[config.mk]
export PLATFORM = sky130hd
export DESIGN_NAME = svc_seq_top
export DESIGN_NICKNAME = d
export VERILOG_FILES = /design/src/rtl/svc_seq_pkg.sv /design/src/rtl/svc_seq_dp.sv /design/src/rtl/svc_seq_ctrl.sv /design/src/rtl/svc_seq_top.sv
export SDC_FILE = /design/constraint.sdc
export NUM_CORES = 1
export LEC_CHECK = 0
export CAP_MARGIN = 40
export CORE_AREA = 10 10 81 83
export DETAILED_ROUTE_END_ITERATION = 16
export DIE_AREA = 0 0 91 93
export PLACE_DENSITY = 0.91
export SYNTH_ARGS = -nofsm -noshare
export SYNTH_HDL_FRONTEND = slang
export SYNTH_SLANG_ARGS = --single-unit
export TNS_END_PERCENT = 1
[constraint.sdc]
create_clock -name clk -period 4.2 [get_ports clk]
set_input_delay 0.42 -clock clk [delete_from_list [all_inputs] [get_ports clk]]
set_output_delay 0.42 -clock clk [all_outputs]
set_load 0.02 [all_outputs]
[src/rtl/svc_seq_pkg.sv]
package svc_seq_pkg;

  typedef enum logic [2:0] {
    ST_IDLE,
    ST_STROBE,
    ST_WDROP,
    ST_RSWAIT,
    ST_RSDLY,
    ST_RSACK
  } seqState_t;

  // strobes from control to datapath
  typedef struct packed {
    logic startCyc;
    logic latchAddr;
    logic tmrInc;
    logic loadDly;
    logic decDly;
    logic countXfer;
    logic sampleEd;
  } dpCtl_t;

  function automatic logic [2:0] widthBytes(input logic [1:0] code);
    case (code)
      2'd0:    widthBytes = 3'd1;
      2'd1:    widthBytes = 3'd2;
      default: widthBytes = 3'd4;
    endcase
  endfunction

endpackage

[src/rtl/svc_seq_dp.sv]
module svc_seq_dp
  import svc_seq_pkg::*;
#(
  parameter int ADDR_W      = 8,
  parameter int DLY_W       = 4,
  parameter int XFER_W      = 8,
  parameter int CNT_W       = 16,
  parameter int TIMEOUT_CYC = 16
) (
  input  logic              clk,
  input  logic              rstN,
  input  dpCtl_t            ctl,
  input  logic [ADDR_W-1:0] frIn,
  input  logic              edIn,
  input  logic [DLY_W-1:0]  cfgRsaDelay,
  input  logic [XFER_W-1:0] cfgXferLimit,
  input  logic [1:0]        cfgWidth,
  output logic              timerDone,
  output logic              dlyZero,
  output logic              finalXfer,
  output logic [ADDR_W-1:0] devAddr,
  output logic [CNT_W-1:0]  byteCount
);

  localparam int TMR_W = (TIMEOUT_CYC > 1) ? $clog2(TIMEOUT_CYC) : 1;
  localparam logic [TMR_W-1:0] TMR_LAST = TMR_W'(TIMEOUT_CYC - 1);
  localparam logic [XFER_W-1:0] XFER_MAX = {XFER_W{1'b1}};

  logic [TMR_W-1:0]  tmr;
  logic [DLY_W-1:0]  dlyCnt;
  logic [XFER_W-1:0] xferCnt;
  logic              edSeen;
  logic [CNT_W-1:0]  byteStep;

  assign byteStep = CNT_W'(widthBytes(cfgWidth));

  // strobe timeout counter
  always_ff @(posedge clk or negedge rstN) begin
    if (!rstN)              tmr <= '0;
    else if (ctl.startCyc)  tmr <= '0;
    else if (ctl.tmrInc)    tmr <= tmr + 1'b1;
  end
  assign timerDone = (tmr == TMR_LAST);

  // acknowledge delay counter
  always_ff @(posedge clk or negedge rstN) begin
    if (!rstN)             dlyCnt <= '0;
    else if (ctl.loadDly)  dlyCnt <= cfgRsaDelay;
    else if (ctl.decDly)   dlyCnt <= dlyCnt - 1'b1;
  end
  assign dlyZero = (dlyCnt == '0);

  // transfer counter, saturating so an unlimited connection never wraps to final
  always_ff @(posedge clk or negedge rstN) begin
    if (!rstN)                                  xferCnt <= '0;
    else if (ctl.startCyc)                      xferCnt <= '0;
    else if (ctl.countXfer && xferCnt != XFER_MAX) xferCnt <= xferCnt + 1'b1;
  end

  // end-data flag
  always_ff @(posedge clk or negedge rstN) begin
    if (!rstN)                         edSeen <= 1'b0;
    else if (ctl.startCyc)             edSeen <= 1'b0;
    else if (ctl.sampleEd && edIn)     edSeen <= 1'b1;
  end

  assign finalXfer = edSeen || ((cfgXferLimit != '0) && (xferCnt >= cfgXferLimit));

  // captured controller address
  always_ff @(posedge clk or negedge rstN) begin
    if (!rstN)              devAddr <= '0;
    else if (ctl.latchAddr) devAddr <= frIn;
  end

  // byte counter
  always_ff @(posedge clk or negedge rstN) begin
    if (!rstN)              byteCount <= '0;
    else if (ctl.startCyc)  byteCount <= '0;
    else if (ctl.countXfer) byteCount <= byteCount + byteStep;
  end

endmodule

[src/rtl/svc_seq_ctrl.sv]
module svc_seq_ctrl
  import svc_seq_pkg::*;
(
  input  logic   clk,
  input  logic   rstN,
  input  logic   svcCallIn,
  input  logic   intCallIn,
  input  logic   aioReqIn,
  input  logic   fslIn,
  input  logic   rsIn,
  input  logic   timerDone,
  input  logic   dlyZero,
  input  logic   finalXfer,
  output dpCtl_t ctl,
  output logic   fsOut,
  output logic   ascOut,
  output logic   aioOut,
  output logic   rsaOut,
  output logic   esOut,
  output logic   noRespErrOut
);

  seqState_t state, stateNxt;
  logic      kindAio, kindAioNxt;
  logic      errNxt;

  always_comb begin
    stateNxt   = state;
    kindAioNxt = kindAio;
    errNxt     = 1'b0;
    ctl        = '0;
    case (state)
      ST_IDLE: begin
        if (svcCallIn) begin
          stateNxt     = ST_STROBE;
          kindAioNxt   = 1'b0;
          ctl.startCyc = 1'b1;
        end else if (aioReqIn && intCallIn) begin
          stateNxt     = ST_STROBE;
          kindAioNxt   = 1'b1;
          ctl.startCyc = 1'b1;
        end
      end
      ST_STROBE: begin
        if (fslIn) begin
          ctl.latchAddr = 1'b1;
          stateNxt      = ST_WDROP;
        end else if (timerDone) begin
          errNxt   = 1'b1;
          stateNxt = ST_IDLE;
        end else begin
          ctl.tmrInc = 1'b1;
        end
      end
      ST_WDROP: begin
        if (!fslIn) stateNxt = kindAio ? ST_IDLE : ST_RSWAIT;
      end
      ST_RSWAIT: begin
        ctl.sampleEd = 1'b1;
        if (rsIn) begin
          ctl.loadDly = 1'b1;
          stateNxt    = ST_RSDLY;
        end
      end
      ST_RSDLY: begin
        ctl.sampleEd = 1'b1;
        if (dlyZero) begin
          ctl.countXfer = 1'b1;
          stateNxt      = ST_RSACK;
        end else begin
          ctl.decDly = 1'b1;
        end
      end
      ST_RSACK: begin
        if (!rsIn) stateNxt = finalXfer ? ST_IDLE : ST_RSWAIT;
      end
      default: stateNxt = ST_IDLE;
    endcase
  end

  always_ff @(posedge clk or negedge rstN) begin
    if (!rstN) begin
      state        <= ST_IDLE;
      kindAio      <= 1'b0;
      noRespErrOut <= 1'b0;
    end else begin
      state        <= stateNxt;
      kindAio      <= kindAioNxt;
      noRespErrOut <= errNxt;
    end
  end

  assign fsOut  = (state == ST_STROBE);
  assign ascOut = fsOut && !kindAio;
  assign aioOut = fsOut && kindAio;
  assign rsaOut = (state == ST_RSACK) && rsIn;
  assign esOut  = rsaOut && finalXfer;

endmodule

[src/rtl/svc_seq_top.sv]
module svc_seq_top
  import svc_seq_pkg::*;
#(
  parameter int ADDR_W      = 8,
  parameter int DLY_W       = 4,
  parameter int XFER_W      = 8,
  parameter int CNT_W       = 16,
  parameter int TIMEOUT_CYC = 16
) (
  input  logic              clk,
  input  logic              rstN,
  input  logic              svcCallIn,
  input  logic              intCallIn,
  input  logic              aioReqIn,
  input  logic              fslIn,
  input  logic [ADDR_W-1:0] frIn,
  input  logic              rsIn,
  input  logic              edIn,
  input  logic [DLY_W-1:0]  cfgRsaDelay,
  input  logic [XFER_W-1:0] cfgXferLimit,
  input  logic [1:0]        cfgWidth,
  output logic              fsOut,
  output logic              ascOut,
  output logic              aioOut,
  output logic              rsaOut,
  output logic              esOut,
  output logic [ADDR_W-1:0] devAddrOut,
  output logic [CNT_W-1:0]  byteCountOut,
  output logic              noRespErrOut
);

  dpCtl_t ctl;
  logic   timerDone, dlyZero, finalXfer;

  svc_seq_ctrl ctrl_i (
    .clk(clk), .rstN(rstN),
    .svcCallIn(svcCallIn), .intCallIn(intCallIn), .aioReqIn(aioReqIn),
    .fslIn(fslIn), .rsIn(rsIn),
    .timerDone(timerDone), .dlyZero(dlyZero), .finalXfer(finalXfer),
    .ctl(ctl),
    .fsOut(fsOut), .ascOut(ascOut), .aioOut(aioOut),
    .rsaOut(rsaOut), .esOut(esOut), .noRespErrOut(noRespErrOut)
  );

  svc_seq_dp #(
    .ADDR_W(ADDR_W), .DLY_W(DLY_W), .XFER_W(XFER_W),
    .CNT_W(CNT_W), .TIMEOUT_CYC(TIMEOUT_CYC)
  ) dp_i (
    .clk(clk), .rstN(rstN), .ctl(ctl),
    .frIn(frIn), .edIn(edIn),
    .cfgRsaDelay(cfgRsaDelay), .cfgXferLimit(cfgXferLimit), .cfgWidth(cfgWidth),
    .timerDone(timerDone), .dlyZero(dlyZero), .finalXfer(finalXfer),
    .devAddr(devAddrOut), .byteCount(byteCountOut)
  );

endmodule

# [Word-level counts from Yosys, hierarchy flattened]
# Cells that the tools add are included.
# Widths: inputs -> output; s select.
[totals] reg_bits=46 inputBits=30 output_inout_bits=30 wordCells=91
[op_classes] addsub=4 magnitude_cmp=1 eq_ne=14 muxes=40 n_reduce_logical=23
[ops] operator="$mux 16" n=2
[ops] operator="$mux 3" n=8
[ops] operator="$mux 1" n=18
[ops] operator="$pmux 3 s6" n=1
[ops] operator="$add 16x3->16" n=1
[ops] operator="$mux 4" n=4
[ops] operator="$mux 8" n=2
[ops] operator="$reduce_bool 2->1" n=6
[ops] operator="$add 8x1->8 const B" n=1
[ops] operator="$ge 8x8->1" n=1
[ops] operator="$logic_and 1x1->1" n=8
[ops] operator="$mux 2" n=4
[ops] operator="$ne 8x8->1 const B" n=1
[ops] operator="$reduce_bool 8->1" n=1
[ops] operator="$eq 3x2->1 const B" n=2
[ops] operator="$eq 3x3->1 const B" n=2
[ops] operator="$ne 2x2->1 const B" n=3
[ops] operator="$ne 3x2->1 const B" n=2
[ops] operator="$pmux 3 s2" n=1
[ops] operator="$reduce_and 6->1" n=1
[ops] operator="$add 4x1->4 const B" n=1
[ops] operator="$eq 4x4->1 const B" n=1
[ops] operator="$logic_not 4->1" n=1
[ops] operator="$sub 4x1->4 const B" n=1
[ops] operator="9 further kinds" n=9

# [Logic depth before layout (Yosys ltp)]
# Gate-level depths: netlist of the first run.
[depth] ltp_word=6 mapped_depth=9 depth_no_buf=9

# [Cells and area by module]
# Synthesis of the first run repeated with hierarchy kept, for this count alone.
[unflattened] hier_cells=269 hier_area_um2=2707.6
[modules_own_cells] module="svc_seq_dp" n_inst=1 cells_per_inst=221 area_per_inst_um2=2259.7 seq_area_each_um2=1026.0
[modules_own_cells] module="svc_seq_ctrl" n_inst=1 cells_per_inst=48 area_per_inst_um2=447.9 seq_area_each_um2=125.1

# [Worst setup path after synthesis of the first run]
# OpenSTA, ideal clock, no wires.
[synth_path] path_type="register to output" from="register dp_i.xferCnt[0]" to="output port esOut" arrival_time_ps=1871 t_required_ps=3780 path_slack_ps=1909 path_stages_with_launch=8 n_path_buf=0 cell_sequence="dfrtp_1 > inv_1 > ha_1 > nand2b_1 > a2111oi_0 > a2111oi_0 > o41a_1 > and2_1"
[synth_via] elab_chain_len=4
[synth_lines] item="start, declared" line="svc_seq_dp.sv:31" text="logic [XFER_W-1:0] xferCnt;"
[synth_lines] item="start signal, assigned" line="svc_seq_dp.sv:57" text="else if (ctl.countXfer && xferCnt != XFER_MAX) xferCnt <= xferCnt + 1'b1;"
[synth_lines] item="$ge 8x8->1" line="svc_seq_dp.sv:67" text="assign finalXfer = edSeen || ((cfgXferLimit != '0) && (xferCnt >= cfgXferLimit));"
[synth_lines] item="$logic_and 1x1->1" line="svc_seq_dp.sv:67"
[synth_lines] item="$logic_or 1x1->1" line="svc_seq_dp.sv:67"
[synth_lines] item="$logic_and 1x1->1" line="svc_seq_ctrl.sv:97" text="assign esOut = rsaOut && finalXfer;"
[synth_lines] item="end, declared" line="svc_seq_top.sv:26" text="output logic esOut,"
# No other way between the ends.

# [Final worst setup path of the first run]
[layout_path] from="input port cfgXferLimit[0]" to="output port esOut"
[layout_via] elab_chain_len=4 elab_cells_between_ends=5 classes_between="order compare: 1; reduce/logical: 4"
[layout_lines] item="start, declared" line="svc_seq_top.sv:20" text="input logic [XFER_W-1:0] cfgXferLimit,"
[layout_lines] item="$ge 8x8->1 or $reduce_bool 8->1 (tied branches)" line="svc_seq_dp.sv:67"
[layout_lines] item="$logic_and 1x1->1 *" line="svc_seq_dp.sv:67"
[layout_lines] item="$logic_or 1x1->1 *" line="svc_seq_dp.sv:67"
[layout_lines] item="$logic_and 1x1->1 *" line="svc_seq_ctrl.sv:97"
# Mark *: on every way between the ends. The rest lies on a longest branch, timed or not.

==> impl_results.md, run 1 <==
* Status: complete, no violations
* Antenna violations before repair at 0
* VDD IR max at around 0.32 mV
* Pwr per Cell Area at around 460 nW/um^2
* ANT cells at 0
* GR Overflow Total at 0
* FILL cells at roughly 420
* First-pass GRT wire length at approximately 11000 um
* DRC at 0
* TNS Setup at 0 ns
* Cell accounting for the most synthesized area: dfrtp_1
* Seq/Total Area, Yosys at about 44%
* Met1 Use GR at around 17%
* Syn nets at roughly 320
* RSZ-0062 raised after global routing: false
* TritonCTS clock tree: yes
* Layout cells sized above 1 at around 7.4%
* Nets at between 300 and 400
* Top post-synthesis cells by area: dfrtp_1, ha_1, xnor2_1
* CTS root buffer: clkbuf_8
* Clock transition at the registers of the reported paths at about 0.090 ns
* Fin. max-slew vios at 0
* Number of routed nets with antenna violations at 0
* Core box area at between 5000 and 6000 um^2
* Yosys cell types at 42
* DRT Wirelength at approximately 6200 um
* Grt met3 use at 6.155%
* Multi-input logic area at about 1400 um^2
* Critical path class: in2out
* Initial DRC count at between 90 and 100
* Ys flop type: dfrtp_1
* Post-CTS Setup Bufs at 0
* Routed vias/inst at between 5 and 6
* Die Span Y at 93 um
* Area Overhead vs Synth at 29.57%
* Die area at about 8500 um^2
* #FFs+latches synth at 46
* Critical path launch point type: input port
* Post-Syn Area at between 2000 and 3000 um^2
* Final hold vios at 0
* Cts hold-fix bufs at 0
* Worst-Skew Late Latency at approximately 0.30 ns
* Starting Density at between 50% and 60%
* CTS Buffer Depth at 2
* Syn Area/Cell at between 9 and 10 um^2
* Number of synthesized flops with an enable pin at 0
* Worst-Margin Slew at between 0.6 and 0.7 ns
* H-tree levels at 2
* Max_cap viols at 0
* Met2 Use GR at 26.43%
* Placed insts at roughly 400
* 1st-pass router iterations at 4
* WL/cell at between 15 and 20 um
* GR peak layer: met2
* Worst-path fanout max at 3
* Crit path DAT at 2.97 ns
* R2r endpoint: dp_i.byteCount[15]$_DFFE_PN0P_
* Slew HR at about 58%
* Cts repair resizes at 0
* Vias at about 2200
* Final min period at between 3 and 4 ns
* I/O pins at 60
* Total CTS buffers at 5
* Critical Path RT at about 3.8 ns
* RR Startpoint: ctrl_i.state[0]$_DFFE_PN0P_
* Worst Hold Class: in2async
* Vias in the first global route at 2249
* Syn Inst Count at approximately 280
* Ys Warns at 0
* Largest net degree at the start of global routing at 32
* Std cell rows at 26
* Tcrit/Tclk final at just over 80%
* Setup slack, reg-to-reg at 1.92 ns
* Non-filler instance count after layout at slightly above 400
* Crit path from: cfgXferLimit[0]
* Leakage at about 1.4 nW
* Setup Viol. Count Final at 0
* Max Clk Rate at 295.0 MHz
* Reg area at about 1200 um^2
* Worst Skew at roughly 0.010 ns
* Post-synth ARST share at 100.0%
* Synth top area share at 43.81%
* Post-DP HPWL at approximately 4800 um
* Tot GR Track Use at 15.17%
* DIE WIDTH at roughly 91 um
* Clk sinks at 46
* R2R cell count at 5
* Placer Congestion at 0.8163
* CP Capture Type: output port
* # port buffers at 59
==> sequential cells by signal, indices dropped and copies added (netlist names) <==
name and cells:
dp_i.edSeen 1, dp_i.devAddr 8, ctrl_i.noRespErrOut 1, dp_i.dlyCnt 4, ctrl_i.kindAio 1, dp_i.xferCnt 8
dp_i.byteCount 16, dp_i.tmr 4, ctrl_i.state 3
==> cell type report <==
type / count / share of cell area (%)
inverter: 19 / 2.095
clock inverter: 3 / 1.176
sequential: 46 / 33.81
timing repair buffer: 61 / 18.23
multi-input combinational: 203 / 40.10
tap: 70 / 2.573
clock buffer: 5 / 2.021
==> cells in the final DEF (no fill, tap or decap), drive strengths merged, types with 3 or more instances in the layout <==
cell / n
clkdlybuf4s50: 58
dfrtp: 46
nor2: 38
inv: 19
xnor2: 19
a21oi: 17
nand2: 16
ha: 14
nor3: 12
o21ai: 10
nand3: 10
mux2: 8
nor2b: 7
nand2b: 6
nor4: 5
clkbuf: 5
nand4: 4
or3: 4
and3: 3
a2111oi: 3
nor4b: 3
buf: 3
==> cell usage after synthesis, types with 2 or more instances <==
master     count
nand3_1       10
clkbuf_1       5
xor2_1         2
xnor2_1       19
ha_1          14
mux2i_1        2
nand4_1        4
dfrtp_1       46
o211ai_1       2
inv_1         19
a31oi_1        2
buf_2          4
nand2b_1       6
nand2_1       15
nor2b_1        7
nor3_1        12
o21ai_0       10
a2111oi_0      3
a21oi_1       17
mux2_2         8
and3_1         3
nor2_1        38
and4_1         2
nor4b_2        2
or3_1          4
nor4_1         5
o22ai_1        2
==> layer usage <==
layer	routed length (um)	up-vias
met5	0	-
met4	37	0
met3	519	5
met2	3111	63
met1	2498	1057
li1	-	1080
==> through the flow <==
stage | worst slack, ns | hold WS (ns) | cell area [um^2] | utilization (%) | total power, mW
6_report | 0.8105 | 0.02369 | 3405 | 67.96 | 1.580
5_1_grt | 0.6992 | 0.03921 | 3405 | 67.96 | 1.687
4_1_cts | 0.8198 | 0.03224 | 3405 | 67.96 | 1.594
3_5_place_dp | 0.8257 | 0.3649 | 3296 | 65.78 | 1.264
3_3_place_gp | 0.9121 | 0.4893 | 3261 | 65.08 | 1.216
2_1_floorplan | 1.909 | 0.1244 | 2628 | - | 1.016
==> worst max-delay path by stage <==
stage	endpoint	slack, ns	depth (start not counted)
global route	esOut	0.70	8
floorplan	esOut	1.91	7
CTS	esOut	0.82	8
detailed placement	esOut	0.83	8
global placement	esOut	0.91	8
finish	esOut	0.81	8
==> logic make-up (layout without fill, tap and decap cells) <==
family	after synthesis	after routing	synth area share, %
mux	10	10	4.191
compound gates	43	43	10.05
buf+inv	29	88	4.333
xor+xnor	21	21	7.000
flops	46	46	43.81
fa+ha+maj	15	15	7.429
simple gates	114	114	23.19
==> critical path, cell delays in order <==
cell and delay [ns]:
clkdlybuf4s50_1 0.43, ha_1 0.29, nand2b_1 0.14, a2111oi_0 0.41, a2111oi_0 0.12, o41a_1 0.44, and2_1 0.18, clkdlybuf4s50_1 0.54
==> where the power goes <==
| group | internal, mW | switching (mW) |
|---|---|---|
| Clock | 0.175 | 0.153 |
| Sequential | 0.533 | 0.102 |
| Combinational | 0.300 | 0.317 |
| Total | 1.01 | 0.572 |
Note: power is estimated with default switching activity, not from simulation.
==> run 2, diff against run 1 <==
Settings changed: CORE_AREA 10 10 81 83 to 10 10 88 90, DIE_AREA 0 0 91 93 to 0 0 98 100, PLACE_DENSITY 0.91 to 0.81.
Clock period 4.2 ns to 2.8 ns, I/O delays scaled along.
==> impl_results.md, run 2 (same netlist as run 1, synthesis figures left out) <==
* Status: complete, no violations
* Core box area at 6132 um^2 (+22%)
* Critical path launch point type: input port
* Biggest regs: dp_i.byteCount (16), dp_i.devAddr (8), dp_i.xferCnt (8)
* I/O pins at 60 (unchanged)
* Post-CTS Setup Bufs at 0 (unchanged)
* Nets at 386 (+1.3%)
* Worst Skew at 0.004994 ns (-0.005398 ns)
* TNS Setup at 0 ns (unchanged)
* Cell Int Power at 1.517 mW (+50%)
* Pre-CTS WS at -0.2353 ns (-1.061 ns)
* RSZ-0062 raised after global routing: false
* Final Cell Area at 3458 um^2 (+1.6%)
* Sw frac at 35.20% (-0.98 points)
* WL/cell at 14.59 um (-3.7%)
* Worst Hold Class: in2async
* VDD IR max at 0.4260 mV (+31%)
* CTS Buffer Depth at 2 (unchanged)
* Worst-path fanout max at 3 (unchanged)
* Crit-path slowest cell: clkdlybuf4s50_1
* H-tree levels at 2 (unchanged)
* Total CTS buffers at 5 (unchanged)
* Final min period at 2.644 ns
* Largest net degree at the start of global routing at 37 (+16%)
* Tcrit/Tclk final at between 90% and 100%
* Max Clk Rate at roughly 380 MHz
* Most common cell after layout, fill and taps aside: clkdlybuf4s50_1
* Net Sw Power at 0.8237 mW (+44%)
* Critical Path RT at 2.52 ns (-1.26 ns)
* Final WS setup at 0.1559 ns (-0.6546 ns)
* Placer Congestion at 0.8492 (+4.0%)
* DIE WIDTH at 98 um (+7.7%)
* Max FFs per register at 16 (unchanged)
* Crit-path cells: clkdlybuf4s50_1 -> ha_1 -> nand2b_1 -> a2111oi_4 -> a2111oi_1 -> o41a_1 -> and2_1 -> buf_2
* Vias in the first global route at 2286 (+1.6%)
* Finished Core Util at 56.40% (-12 points)
* Worst-Margin Slew at 0.6103 ns (-0.02255 ns)
* Area Overhead vs Synth at 31.62%
* Pwr per Cell Area at 676.7 nW/um^2 (+46%)
* Die Span Y at 100 um (+7.5%)
* Tot GR Track Use at 12.41% (-2.8 points)
* Commonest cells after routing, fill and taps aside: clkdlybuf4s50_1, dfrtp_1, nor2_1
* Crit path DAT at 2.36 ns (-0.61 ns)
* Vias at 2196 (-0.41%)
* Final hold vios at 0 (unchanged)
* Clock power share at 20.6% (-0.2 points)
* Comb pwr share at 38.8% (-0.2 points)
* Most flops, register: dp_i.byteCount
* Worst hold margin at 0.4015 ns (+0.3778 ns)
* Routed vias/inst at 5.241 (-3.3%)
* Critical path class: in2out
* Fin. max-slew vios at 0 (unchanged)
* GR Overflow Total at 0 (unchanged)
* First-pass GRT wire length at 10430 um (-3.5%)
* TritonCTS clock tree: yes
* Layout cells sized above 1 at 8.480% (+1.1 points)
* CP max stage delay at 0.43 ns (-0.11 ns)
* Initial DRC count at 74 (-25%)
* Slew HR at 59.13% (+1.5 points)
* 1st-pass router iterations at 4 (unchanged)
* Std cell rows at 29 (+12%)
* Starting Density at 42.85% (-9.6 points)
* Placement Cell Area at 3327 um^2 (+0.95%)
* DRT Wirelength at 6113 um (-0.88%)
* Non-filler instance count after layout at 419 (+2.9%)
* Power Total at 2.340 mW (+48%)
* Antenna violations before repair at 0 (unchanged)
* CP Capture Type: output port
* FILL cells at 563 (+35%)
* CP delay by family, top: compound AO/OA/AOI/OAI gates
* Worst-Skew Late Latency at 0.29 ns (about the same)
* DRC at 0 (unchanged)
* Leakage at 1.446 nW (+1.6%)
* Clock transition at the registers of the reported paths at 0.08 ns (about the same)
* # port buffers at 59 (unchanged)
* Reg power frac at 40.6% (+0.4 points)
* Post-DP HPWL at 4547 um (-4.9%)
* Placed insts at 410 (+2.8%)
* Clk sinks at 46 (unchanged)
* ANT cells at 0 (unchanged)
* Die area at 9800 um^2 (+16%)
* WP buf/inv at 2 (unchanged)
* CTS root buffer: clkbuf_8
* Number of routed nets with antenna violations at 0 (unchanged)
* Max_cap viols at 0 (unchanged)
* Setup Viol. Count Final at 0 (unchanged)
-- run 2: per-layer routing --
metal / vias up / share of wire (%) / wire length (um) / track usage [%]
li1: 1093 / - / - / -
met1: 1039 / 44 / 2693 / 14.43
met2: 58 / 47 / 2898 / 20.91
met3: 6 / 7.6 / 465 / 4.808
met4: 0 / 0.90 / 55 / 3.244
met5: - / 0 / 0 / 0
-- run 2: path summary, 6_finish.rpt --
kind	start	endpoint	slack, ns	cells after the start
max reg2reg	ctrl_i.state[0]$_DFFE_PN0P_	dp_i.byteCount[15]$_DFFE_PN0P_	0.64	5
max	cfgXferLimit[0]	esOut	0.16	8
min in group clk	dp_i.devAddr[0]$_DFFE_PN0P_	dp_i.devAddr[0]$_DFFE_PN0P_	0.51	1
max in group asynchronous	rstN	dp_i.byteCount[3]$_DFFE_PN0P_	1.92	3
min	rstN	ctrl_i.state[0]$_DFFE_PN0P_	0.40	2
min reg2reg	dp_i.devAddr[0]$_DFFE_PN0P_	dp_i.devAddr[0]$_DFFE_PN0P_	0.51	1
-- run 2: power by group through the flow --
stage	Combinational (mW)	Clock [mW]	Sequential, mW
after CTS	0.925	0.499	0.953
final	0.907	0.483	0.951
after floorplan	0.548	0	0.976
after global routing	1.00	0.525	0.980
after detailed placement	0.916	0	0.965
after global placement	0.897	0	0.955
-- run 2: cell type report --
class | instances | area (um^2) | share of cell area (%)
Clock buffer | 7 | 76.32 | 2.207
Inverter | 19 | 71.32 | 2.062
Clock inverter | 1 | 30.03 | 0.8683
Multi-Input combinational cell | 203 | 1385 | 40.05
Sequential cell | 46 | 1151 | 33.28
Tap cell | 77 | 96.34 | 2.786
Timing Repair Buffer | 66 | 648.1 | 18.74
-- run 2: timing repair --
item,in CTS,in global routing
pin swaps,1,1
resized for setup,5,3
endpoints found under the hold margin,10,0
hold buffers,1,0
setup endpoints to repair,1,1
